## src/rtl/sbm_pkg.sv

```systemverilog
package sbm_pkg;
  typedef enum logic [2:0] {
    MODE_IDLE  = 3'd0,
    MODE_HIZ   = 3'd1,
    MODE_READ  = 3'd2,
    MODE_WRITE = 3'd3,
    MODE_CLASH = 3'd4
  } mode_e;

  localparam int NUM_ERR   = 5;
  localparam int ERR_PULSE = 0;
  localparam int ERR_SELW  = 1;
  localparam int ERR_ADDR  = 2;
  localparam int ERR_REC   = 3;
  localparam int ERR_CLASH = 4;

  typedef struct packed {
    logic lo_n;
    logic hi;
    logic rd_n;
    logic wr_n;
    logic drive;
  } pins_t;

  localparam pins_t PINS_IDLE = '{lo_n: 1'b1, hi: 1'b0, rd_n: 1'b1, wr_n: 1'b1, drive: 1'b0};
endpackage

```

## src/rtl/sbm_sync.sv

```systemverilog
module sbm_sync #(
  parameter int W = 8,
  parameter int STAGES = 2,
  parameter logic [W-1:0] RST_VAL = '0
) (
  input  logic         clk,
  input  logic         rst,
  input  logic [W-1:0] d_i,
  output logic [W-1:0] q_o
);
  logic [STAGES-1:0][W-1:0] stg;

  always_ff @(posedge clk) begin
    if (rst) begin
      stg <= {STAGES{RST_VAL}};
    end else begin
      stg[0] <= d_i;
      for (int i = 1; i < STAGES; i++) stg[i] <= stg[i-1];
    end
  end

  assign q_o = stg[STAGES-1];
endmodule

```

## src/rtl/sbm_decode.sv

```systemverilog
module sbm_decode
  import sbm_pkg::*;
(
  input  logic  clk,
  input  logic  rst,
  input  pins_t pins_i,
  output mode_e mode_o,
  output logic  clash_o
);
  logic  sel;
  mode_e mode_d;

  always_comb begin
    sel = ~pins_i.lo_n & pins_i.hi;
    if (!sel)              mode_d = MODE_IDLE;
    else if (!pins_i.wr_n) mode_d = MODE_WRITE;
    else if (!pins_i.rd_n) mode_d = pins_i.drive ? MODE_CLASH : MODE_READ;
    else                   mode_d = MODE_HIZ;
  end

  assign clash_o = sel & pins_i.wr_n & ~pins_i.rd_n & pins_i.drive;

  always_ff @(posedge clk) begin
    if (rst) mode_o <= MODE_IDLE;
    else     mode_o <= mode_d;
  end
endmodule

```

## src/rtl/sbm_write_check.sv

```systemverilog
module sbm_write_check
  import sbm_pkg::*;
#(
  parameter int ADDR_W = 18,
  parameter int MIN_WR_PULSE = 8,
  parameter int MIN_SEL_WIDTH = 10,
  parameter int MIN_REC = 2
) (
  input  logic              clk,
  input  logic              rst,
  input  pins_t             pins_i,
  input  logic [ADDR_W-1:0] addr_i,
  output logic              wr_start_o,
  output logic              wr_end_o,
  output logic [3:0]        viol_o
);
  localparam int LIM_MAX  = (MIN_WR_PULSE > MIN_SEL_WIDTH) ? MIN_WR_PULSE : MIN_SEL_WIDTH;
  localparam int CNT_W    = $clog2(LIM_MAX + 2);
  localparam int REC_W    = (MIN_REC > 1) ? $clog2(MIN_REC + 1) : 1;
  localparam int REC_LOAD = (MIN_REC > 0) ? MIN_REC - 1 : 0;

  logic              sel, act, act_q, start, fin, chg;
  logic [ADDR_W-1:0] addr_q;
  logic [CNT_W-1:0]  pulse_cnt, sel_cnt;
  logic [REC_W-1:0]  rec_left;

  always_comb begin
    sel   = ~pins_i.lo_n & pins_i.hi;
    act   = sel & ~pins_i.wr_n;
    start = act & ~act_q;
    fin   = ~act & act_q;
    chg   = (addr_i != addr_q);
    viol_o[ERR_PULSE] = fin && (pulse_cnt < CNT_W'(MIN_WR_PULSE));
    viol_o[ERR_SELW]  = fin && (sel_cnt < CNT_W'(MIN_SEL_WIDTH));
    viol_o[ERR_ADDR]  = act && act_q && chg;
    viol_o[ERR_REC]   = chg && (fin ? (MIN_REC > 0) : (rec_left != '0));
  end

  always_ff @(posedge clk) begin
    if (rst) begin
      act_q      <= 1'b0;
      addr_q     <= '0;
      pulse_cnt  <= '0;
      sel_cnt    <= '0;
      rec_left   <= '0;
      wr_start_o <= 1'b0;
      wr_end_o   <= 1'b0;
    end else begin
      act_q      <= act;
      addr_q     <= addr_i;
      wr_start_o <= start;
      wr_end_o   <= fin;
      if (!act)                 pulse_cnt <= '0;
      else if (pulse_cnt != '1) pulse_cnt <= pulse_cnt + 1'b1;
      if (!sel)                 sel_cnt <= '0;
      else if (sel_cnt != '1)   sel_cnt <= sel_cnt + 1'b1;
      if (fin)                  rec_left <= REC_W'(REC_LOAD);
      else if (rec_left != '0)  rec_left <= rec_left - 1'b1;
    end
  end

  // the previous sample stayed out of a write whenever a start fires
  p_start_after_idle_r4: assert property (@(posedge clk) disable iff (rst)
    wr_start_o |-> !$past(act_q));
endmodule

```

## src/rtl/sbm_err_log.sv

```systemverilog
module sbm_err_log #(
  parameter int N = 5,
  parameter int CODE_W = 3
) (
  input  logic              clk,
  input  logic              rst,
  input  logic              clr_i,
  input  logic [N-1:0]      viol_i,
  output logic [N-1:0]      flags_o,
  output logic [CODE_W-1:0] code_o
);
  logic [CODE_W-1:0] prio, base_code;

  always_comb begin
    prio = '0;
    for (int i = N - 1; i >= 0; i--) begin
      if (viol_i[i]) prio = CODE_W'(i + 1);
    end
    base_code = clr_i ? '0 : code_o;
  end

  for (genvar g = 0; g < N; g++) begin : g_flag
    always_ff @(posedge clk) begin
      if (rst) flags_o[g] <= 1'b0;
      else     flags_o[g] <= (flags_o[g] & ~clr_i) | viol_i[g];
    end
  end

  always_ff @(posedge clk) begin
    if (rst)                                   code_o <= '0;
    else if (base_code == '0 && viol_i != '0) code_o <= prio;
    else                                       code_o <= base_code;
  end

  // without a clear no flag falls
  p_flags_sticky_r10: assert property (@(posedge clk) disable iff (rst)
    !$past(clr_i) |-> ((flags_o & $past(flags_o)) == $past(flags_o)));
  // a code is held exactly while some flag is held
  p_code_with_flag_r11: assert property (@(posedge clk) disable iff (rst)
    (code_o != '0) == (flags_o != '0));
endmodule

```

## src/rtl/sram_bus_monitor.sv

```systemverilog
module sram_bus_monitor
  import sbm_pkg::*;
#(
  parameter int ADDR_W = 18,
  parameter int MIN_WR_PULSE = 8,
  parameter int MIN_SEL_WIDTH = 10,
  parameter int MIN_REC = 2
) (
  input  logic              clk,
  input  logic              rst,
  input  logic              sel_lo_n_i,
  input  logic              sel_hi_i,
  input  logic              rd_en_n_i,
  input  logic              wr_en_n_i,
  input  logic [ADDR_W-1:0] addr_i,
  input  logic              host_drive_i,
  input  logic              err_clear_i,
  output logic [2:0]        mode_o,
  output logic              wr_start_o,
  output logic              wr_end_o,
  output logic [4:0]        err_flags_o,
  output logic [2:0]        err_code_o
);
  localparam int PIN_W  = $bits(pins_t);
  localparam int SYNC_W = ADDR_W + PIN_W;

  logic [SYNC_W-1:0] raw, synced;
  pins_t             s_pins;
  logic [ADDR_W-1:0] s_addr;
  mode_e             mode_q;
  logic              clash;
  logic [3:0]        wr_viol;
  logic [NUM_ERR-1:0] viol;

  assign raw = {addr_i, sel_lo_n_i, sel_hi_i, rd_en_n_i, wr_en_n_i, host_drive_i};

  sbm_sync #(.W(SYNC_W), .STAGES(2), .RST_VAL({{ADDR_W{1'b0}}, PINS_IDLE})) i_sync (
    .clk(clk), .rst(rst), .d_i(raw), .q_o(synced));

  assign s_pins = synced[PIN_W-1:0];
  assign s_addr = synced[SYNC_W-1:PIN_W];

  sbm_decode i_decode (
    .clk(clk), .rst(rst), .pins_i(s_pins), .mode_o(mode_q), .clash_o(clash));

  sbm_write_check #(
    .ADDR_W(ADDR_W), .MIN_WR_PULSE(MIN_WR_PULSE),
    .MIN_SEL_WIDTH(MIN_SEL_WIDTH), .MIN_REC(MIN_REC)
  ) i_wchk (
    .clk(clk), .rst(rst), .pins_i(s_pins), .addr_i(s_addr),
    .wr_start_o(wr_start_o), .wr_end_o(wr_end_o), .viol_o(wr_viol));

  assign viol = {clash, wr_viol};

  sbm_err_log #(.N(NUM_ERR), .CODE_W(3)) i_log (
    .clk(clk), .rst(rst), .clr_i(err_clear_i), .viol_i(viol),
    .flags_o(err_flags_o), .code_o(err_code_o));

  assign mode_o = mode_q;

  // start and end never coincide
  p_start_end_excl_r4: assert property (@(posedge clk) disable iff (rst)
    !(wr_start_o && wr_end_o));
  // a start is reported together with write mode
  p_start_in_write_r4: assert property (@(posedge clk) disable iff (rst)
    wr_start_o |-> (mode_o == 3'd3));
  // an end is reported outside write mode
  p_end_out_write_r5: assert property (@(posedge clk) disable iff (rst)
    wr_end_o |-> (mode_o != 3'd3));
  // conflict mode always carries its flag
  p_clash_flagged_r2: assert property (@(posedge clk) disable iff (rst)
    (mode_o == 3'd4) |-> err_flags_o[4]);
endmodule

```

## config.mk

```make
export PLATFORM = sky130hd
export DESIGN_NAME = sram_bus_monitor
export DESIGN_NICKNAME = d
export VERILOG_FILES = /design/src/rtl/sbm_pkg.sv /design/src/rtl/sbm_sync.sv /design/src/rtl/sbm_decode.sv /design/src/rtl/sbm_write_check.sv /design/src/rtl/sbm_err_log.sv /design/src/rtl/sram_bus_monitor.sv
export SDC_FILE = /design/constraint.sdc
export NUM_CORES = 1
export LEC_CHECK = 0
export CAP_MARGIN = 20
export CORE_ASPECT_RATIO = 1.1
export CORE_MARGIN = 5
export CORE_UTILIZATION = 35
export DETAILED_ROUTE_END_ITERATION = 10
export GPL_ROUTABILITY_DRIVEN = 0
export HOLD_SLACK_MARGIN = 0.1
export SLEW_MARGIN = 20
export SYNTH_ARGS = -nofsm -noshare
export SYNTH_HDL_FRONTEND = slang
export SYNTH_SLANG_ARGS = --single-unit
```

## constraint.sdc

```tcl
create_clock -name clk -period 1.8 [get_ports clk]
set_input_delay 0.18 -clock clk [delete_from_list [all_inputs] [get_ports clk]]
set_output_delay 0.18 -clock clk [all_outputs]
set_load 0.05 [all_outputs]
```

======== Yosys cells after proc, flatten, opt, wreduce, memory -nomap -nowiden ========
Index checks and enable logic that the tools add are counted.
word-level totals
  register bits ........................... 88
  input port bits ......................... 26
  word-level logic and storage cells ...... 77
cells by class
  add/sub/neg operators ................... 3
  order comparisons ....................... 2
  equal/unequal tests ..................... 3
  muxes and demuxes ....................... 13
  bitwise gates (word level) .............. 24
  reduce and logical (&&, ||, !) cells .... 14
operators by type and width
  operator                                                             count
  3-bit two-way mux                                                    8
  18-bit != test                                                       1
  1-bit AND                                                            12
  4-bit by 1-bit adder with 4-bit output (second input constant)       2
  4-bit < comparator (second input constant)                           2
  4-bit != test (second input constant)                                2
  1-bit NOT                                                            7
  1-bit logical AND                                                    6
  2-bit OR reduction                                                   3
  1-bit OR                                                             5
  5-bit nonzero test                                                   1
  2-bit two-way mux                                                    2
  2-bit nonzero test                                                   2
  4-bit OR reduction                                                   1
  3-bit zero test                                                      1
  1-bit two-way mux                                                    3
  2-bit by 1-bit subtractor with 2-bit output (second input constant)  1

======== Logic depth before layout (Yosys ltp) ========
  depth after elaboration ................. 12
  depth in mapped cells ................... 5

======== By module ========
From an unflattened synthesis, not the netlist that was laid out.
second synthesis, totals
  cells, all modules ...................... 295
  area, all modules ....................... 3,088.0 µm²
modules (own cells, without submodules)
  module           instances  cells an instance  area each (µm²)  sequential area each (µm²)
  sbm_sync         1          119                1,403.8          920.9
  sbm_write_check  1          127                1,258.7          620.6
  sbm_err_log      1          38                 317.8            160.2
  sbm_decode       1          11                 107.6            60.1

======== Worst setup path before layout ========
Ideal clock, no wire load.
  path type ............................... reg-to-reg
  start point ............................. register i_wchk.addr_q[15]
  end point ............................... register i_log.code_o[0]
  library setup time ...................... 0.088 ns
  data arrival time ....................... 1.644 ns
  path slack .............................. 0.068 ns
  cell stages (with the launch flop) ...... 6
  path buffers ............................ 0
  clock period less this slack ............ 1.732 ns
  cells stage by stage .................... dfxtp_1 -> xor2_1 -> nor4_1 -> nand3_1 -> or4_1 -> a311oi_2
between the ends
  cells in the longest elaborated chain, start to end .. 7
ends and longest elaborated chain
  element                         line                   source
  from (decl)                     sbm_write_check.sv:23  logic [ADDR_W-1:0] addr_q;
  from (signal assigned)          sbm_write_check.sv:50  addr_q <= addr_i;
  18-bit != test (*)              sbm_write_check.sv:32  chg = (addr_i != addr_q);
  1-bit logical AND               sbm_write_check.sv:36  viol_o[ERR_REC] = chg && (fin ? (MIN_REC > 0) : (rec_left != '0));
  3-bit two-way mux (4 in a row)  sbm_err_log.sv:17      if (viol_i[i]) prio = CODE_W'(i + 1);
  3-bit two-way mux (*)           sbm_err_log.sv:31      else if (base_code == '0 && viol_i != '0) code_o <= prio;
  to (signal assigned)            sbm_err_log.sv:31
  to (signal assigned)            sbm_err_log.sv:32      else code_o <= base_code;
  to (decl)                       sbm_err_log.sv:10      output logic [CODE_W-1:0] code_o
Every way passes the cells marked *; elsewhere a longest branch is shown, timed or not.
A chain may end at the register's enable or synchronous reset.

======== Worst setup path in the final report ========
  start point ............................. register i_wchk.addr_q[14]
  end point ............................... register i_log.code_o[0]
Same word-level chain as after synthesis.

==> flow_metrics.tcl <==
set metrics [dict create \
    hp-class "input pin to register" \
    worst_pin_slew_ns 0.514 \
    arrival_ns 1.96 \
    dp_hpwl_microns 3130 \
    slew_headroom_pct 65.7 \
    finalSetupViolCount 0 \
    dieArea_sq_mm 0.0104 \
    fin_crit_sh_pct 94.0 \
    nets 347 \
    die_width_microns 97.5 \
    die-height_microns 106 \
    wl_per_cell_microns 10.4 \
    endpoint_kind "register" \
    period_needed_ns 1.69 \
    start_kind "register" \
    slowest_delay_ns 0.53 \
    layout.cells.most_common "dfxtp_1" \
    clock-sinks 88 \
    fillers 802 \
    num_vias 1878 \
    drive_above_1_share_pct 8.98 \
    final_cell_mix "88 x dfxtp_1, 59 x nor2b_1, 34 x clkdlybuf4s50_1, 20 x nor2_1, 13 x xor2_1" \
    avgSynthCellArea_sq_um 10.7 \
    pin_count 39 \
    routed_wl_microns 4530 \
    place_inst 418 \
    ff2ff_setup_slack_ns 0.11 \
    num_antenna_cells 0 \
    synth.distinct_cells 41 \
    cts_root_buf "clkbuf_8" \
    hold_path_depth 2 \
    r2r-end "i_log.code_o[0]$_SDFF_PP0_" \
    route.detailed.drc 0 \
    hold_viol_final 0 \
    grtUsageTotal_pct 9.35 \
    tns_ns 0 \
    power_density_mw_per_mm2 1060 \
    rsz0062_at_grt "false" \
    io_buffers 38 \
    synth_top_area_share_pct 59.7 \
    hold_start "rst" \
    drt-pass1-iter-count 4 \
    maxSlewViolCount 0 \
    rows 35 \
    cp_slowest_cell "or4_1" \
    r2r_start "i_wchk.addr_q[14]$_SDFF_PP0_" \
    postRouteAntennaNets 0 \
    synth_top_area_cell "dfxtp_1" \
    grt_pass1_vias 1768 \
    status "complete, no violations" \
    hold_buffers 0 \
    netlist_area_sq_mm 0.00295 \
    core_sq_mm 0.00832 \
    synth-seq-cells 88 \
    async_flop_share_pct 0 \
    p_leak_uw 0.00151 \
    worst_ep_required_time_ns 2.06 \
    h-tree-depth 3 \
    grt_overflow 0 \
    max-cap-violations 0 \
    cts_tree "done" \
    cts_made_buffers 9 \
    worstRegToRegCells 5 \
    syn-num-nets 305 \
    grt_antenna_before_repair 0 \
    clock_latency_ns 0.35 \
    initial_core_util_pct 35.5 \
    cp_max_fo 2 \
    synthFlopType "dfxtp_1" \
    min_to "i_log.flags_o[0]$_SDFF_PP0_" \
    path_cells "xor2_1 -> nor4_2 -> nand3_1 -> or4_1 -> a311oi_2" \
    clock_skew_ns 0.0132 \
    dr.first_iter.drc_count 27 \
    grt_max_degree 63 \
    ys.warnings.count 0 \
    synth_edf_count 0 \
    clock_path_buffers 2 \
    grt_pass1_wl_microns 7760 \
    max_freq_ghz 0.591 \
    synth_area_leaders "dfxtp_1 60%, nor2b_1 13%, xor2_1 3.9%, nor2_1 2.5%, xnor2_1 2.4%" \
    max-vdd-ir-drop_uv 450 \
    critical_path_class "register to register" \
    area_growth_pct 24.7 \
    cts.clk_slew.worst_paths_ns 0.09 \
    ys_seq_area_share_pct 59.7 \
    synth_cells 276 \
    layout.cells.non_filler 434 \
    vias_per_cell 4.33 \
]
## cell usage after synthesis (2+ instances only)
cell	count
dfxtp_1	88
nor2b_1	59
nor2_1	20
xor2_1	13
nand2_1	9
clkbuf_1	8
xnor2_1	8
nor3_1	7
or2_1	7
a21oi_1	5
inv_1	5
nand3_1	5
nor4_1	4
a31oi_1	3
ha_1	3
a21o_1	2
a311oi_1	2
buf_6	2
mux2i_1	2
o21a_1	2
o21ai_1	2
## critical path: cells and delay by family (launching register included)
kind | cells | cell delay [ns]
flops | 1 | 0.32
xor+xnor | 1 | 0.17
simple gates | 3 | 0.93
compound gates | 1 | 0.19
## registers in the layout (all words and copies together) (netlist names)
register / flops
i_sync.q_o: 23
i_sync.stg: 23
i_wchk.addr_q: 18
i_log.flags_o: 5
i_wchk.pulse_cnt: 4
i_wchk.sel_cnt: 4
i_decode.mode_o: 3
i_log.code_o: 3
i_wchk.rec_left: 2
i_wchk.act_q: 1
i_wchk.wr_end_o: 1
i_wchk.wr_start_o: 1
## what timing repair did
action | 4_1_cts | 5_1_grt
pin swaps | 4 | 0
resized for setup | 0 | 6
buffers inserted | 0 | 0
setup endpoints to repair | 1 | 5
## where the power goes
group	total (uW)	switching, uW	internal [uW]	leakage [uW]
Sequential	2090	46.3	2040	0.000721
Clock	1380	713	666	0.000102
Combinational	435	221	214	0.000684
Total	3900	980	2920	0.00151
## routing by layer
metal	share of wire [%]	vias up	global-route usage [%]
li1	-	990	-
met1	46	832	10.8
met2	46	47	14.6
met3	5.7	9	3.74
met4	2.7	0	5.54
met5	0	-	0
## stage by stage
| step | hold WS [ns] | power, uW | area [sq um] | setup slack, ns | util (%) |
|---|---|---|---|---|---|
| after floorplan | 0.277 | 2430 | 2950 | 0.0682 | - |
| after global routing | 0.205 | 4100 | 3680 | 0.0263 | 44.2 |
| final | 0.213 | 3900 | 3680 | 0.107 | 44.2 |
| after global placement | 0.386 | 2560 | 3450 | 0.0335 | 41.4 |
| after CTS | 0.197 | 3960 | 3650 | 0.00284 | 43.9 |
| after detailed placement | 0.387 | 2570 | 3450 | 0.0227 | 41.4 |
## worst max-delay path by stage
stage | startpoint | end | slack (ns) | depth (start not counted)
after floorplan | i_wchk.addr_q[15]$_SDFF_PP0_ | i_log.code_o[0]$_SDFF_PP0_ | 0.07 | 5
after global placement | i_wchk.addr_q[6]$_SDFF_PP0_ | i_log.code_o[0]$_SDFF_PP0_ | 0.03 | 5
final | i_wchk.addr_q[14]$_SDFF_PP0_ | i_log.code_o[0]$_SDFF_PP0_ | 0.11 | 5
after detailed placement | i_sync.q_o[11]$_SDFF_PP0_ | i_log.code_o[0]$_SDFF_PP0_ | 0.02 | 5
after CTS | i_log.code_o[2]$_SDFF_PP0_ | err_code_o[2] | 0.003 | 1
after global routing | i_sync.q_o[7]$_SDFF_PP0_ | i_log.code_o[0]$_SDFF_PP0_ | 0.03 | 5
## cells by family (layout without fill, tap and decap cells)
logic type / count (synthesis) / after routing / share of synthesized area [%]
xor+xnor: 21 / 21 / 6.23
buf+inv: 15 / 62 / 2.42
mux: 2 / 2 / 0.679
simple gates: 121 / 121 / 23.0
compound gates: 26 / 26 / 6.66
flops: 88 / 88 / 59.7
fa+ha+maj: 3 / 3 / 1.27
## final cells by class
cell class,instances,area (sq um),share of cell area (%)
inverters,5,18.8,0.510
repair buffers,41,418,11.4
clock inverters,7,81.3,2.21
multi-input cells,173,1140,30.9
clock buffers,9,124,3.37
flip-flops and latches,88,1760,47.9
well taps,111,139,3.78
Note: power is estimated with default switching activity, not from simulation.
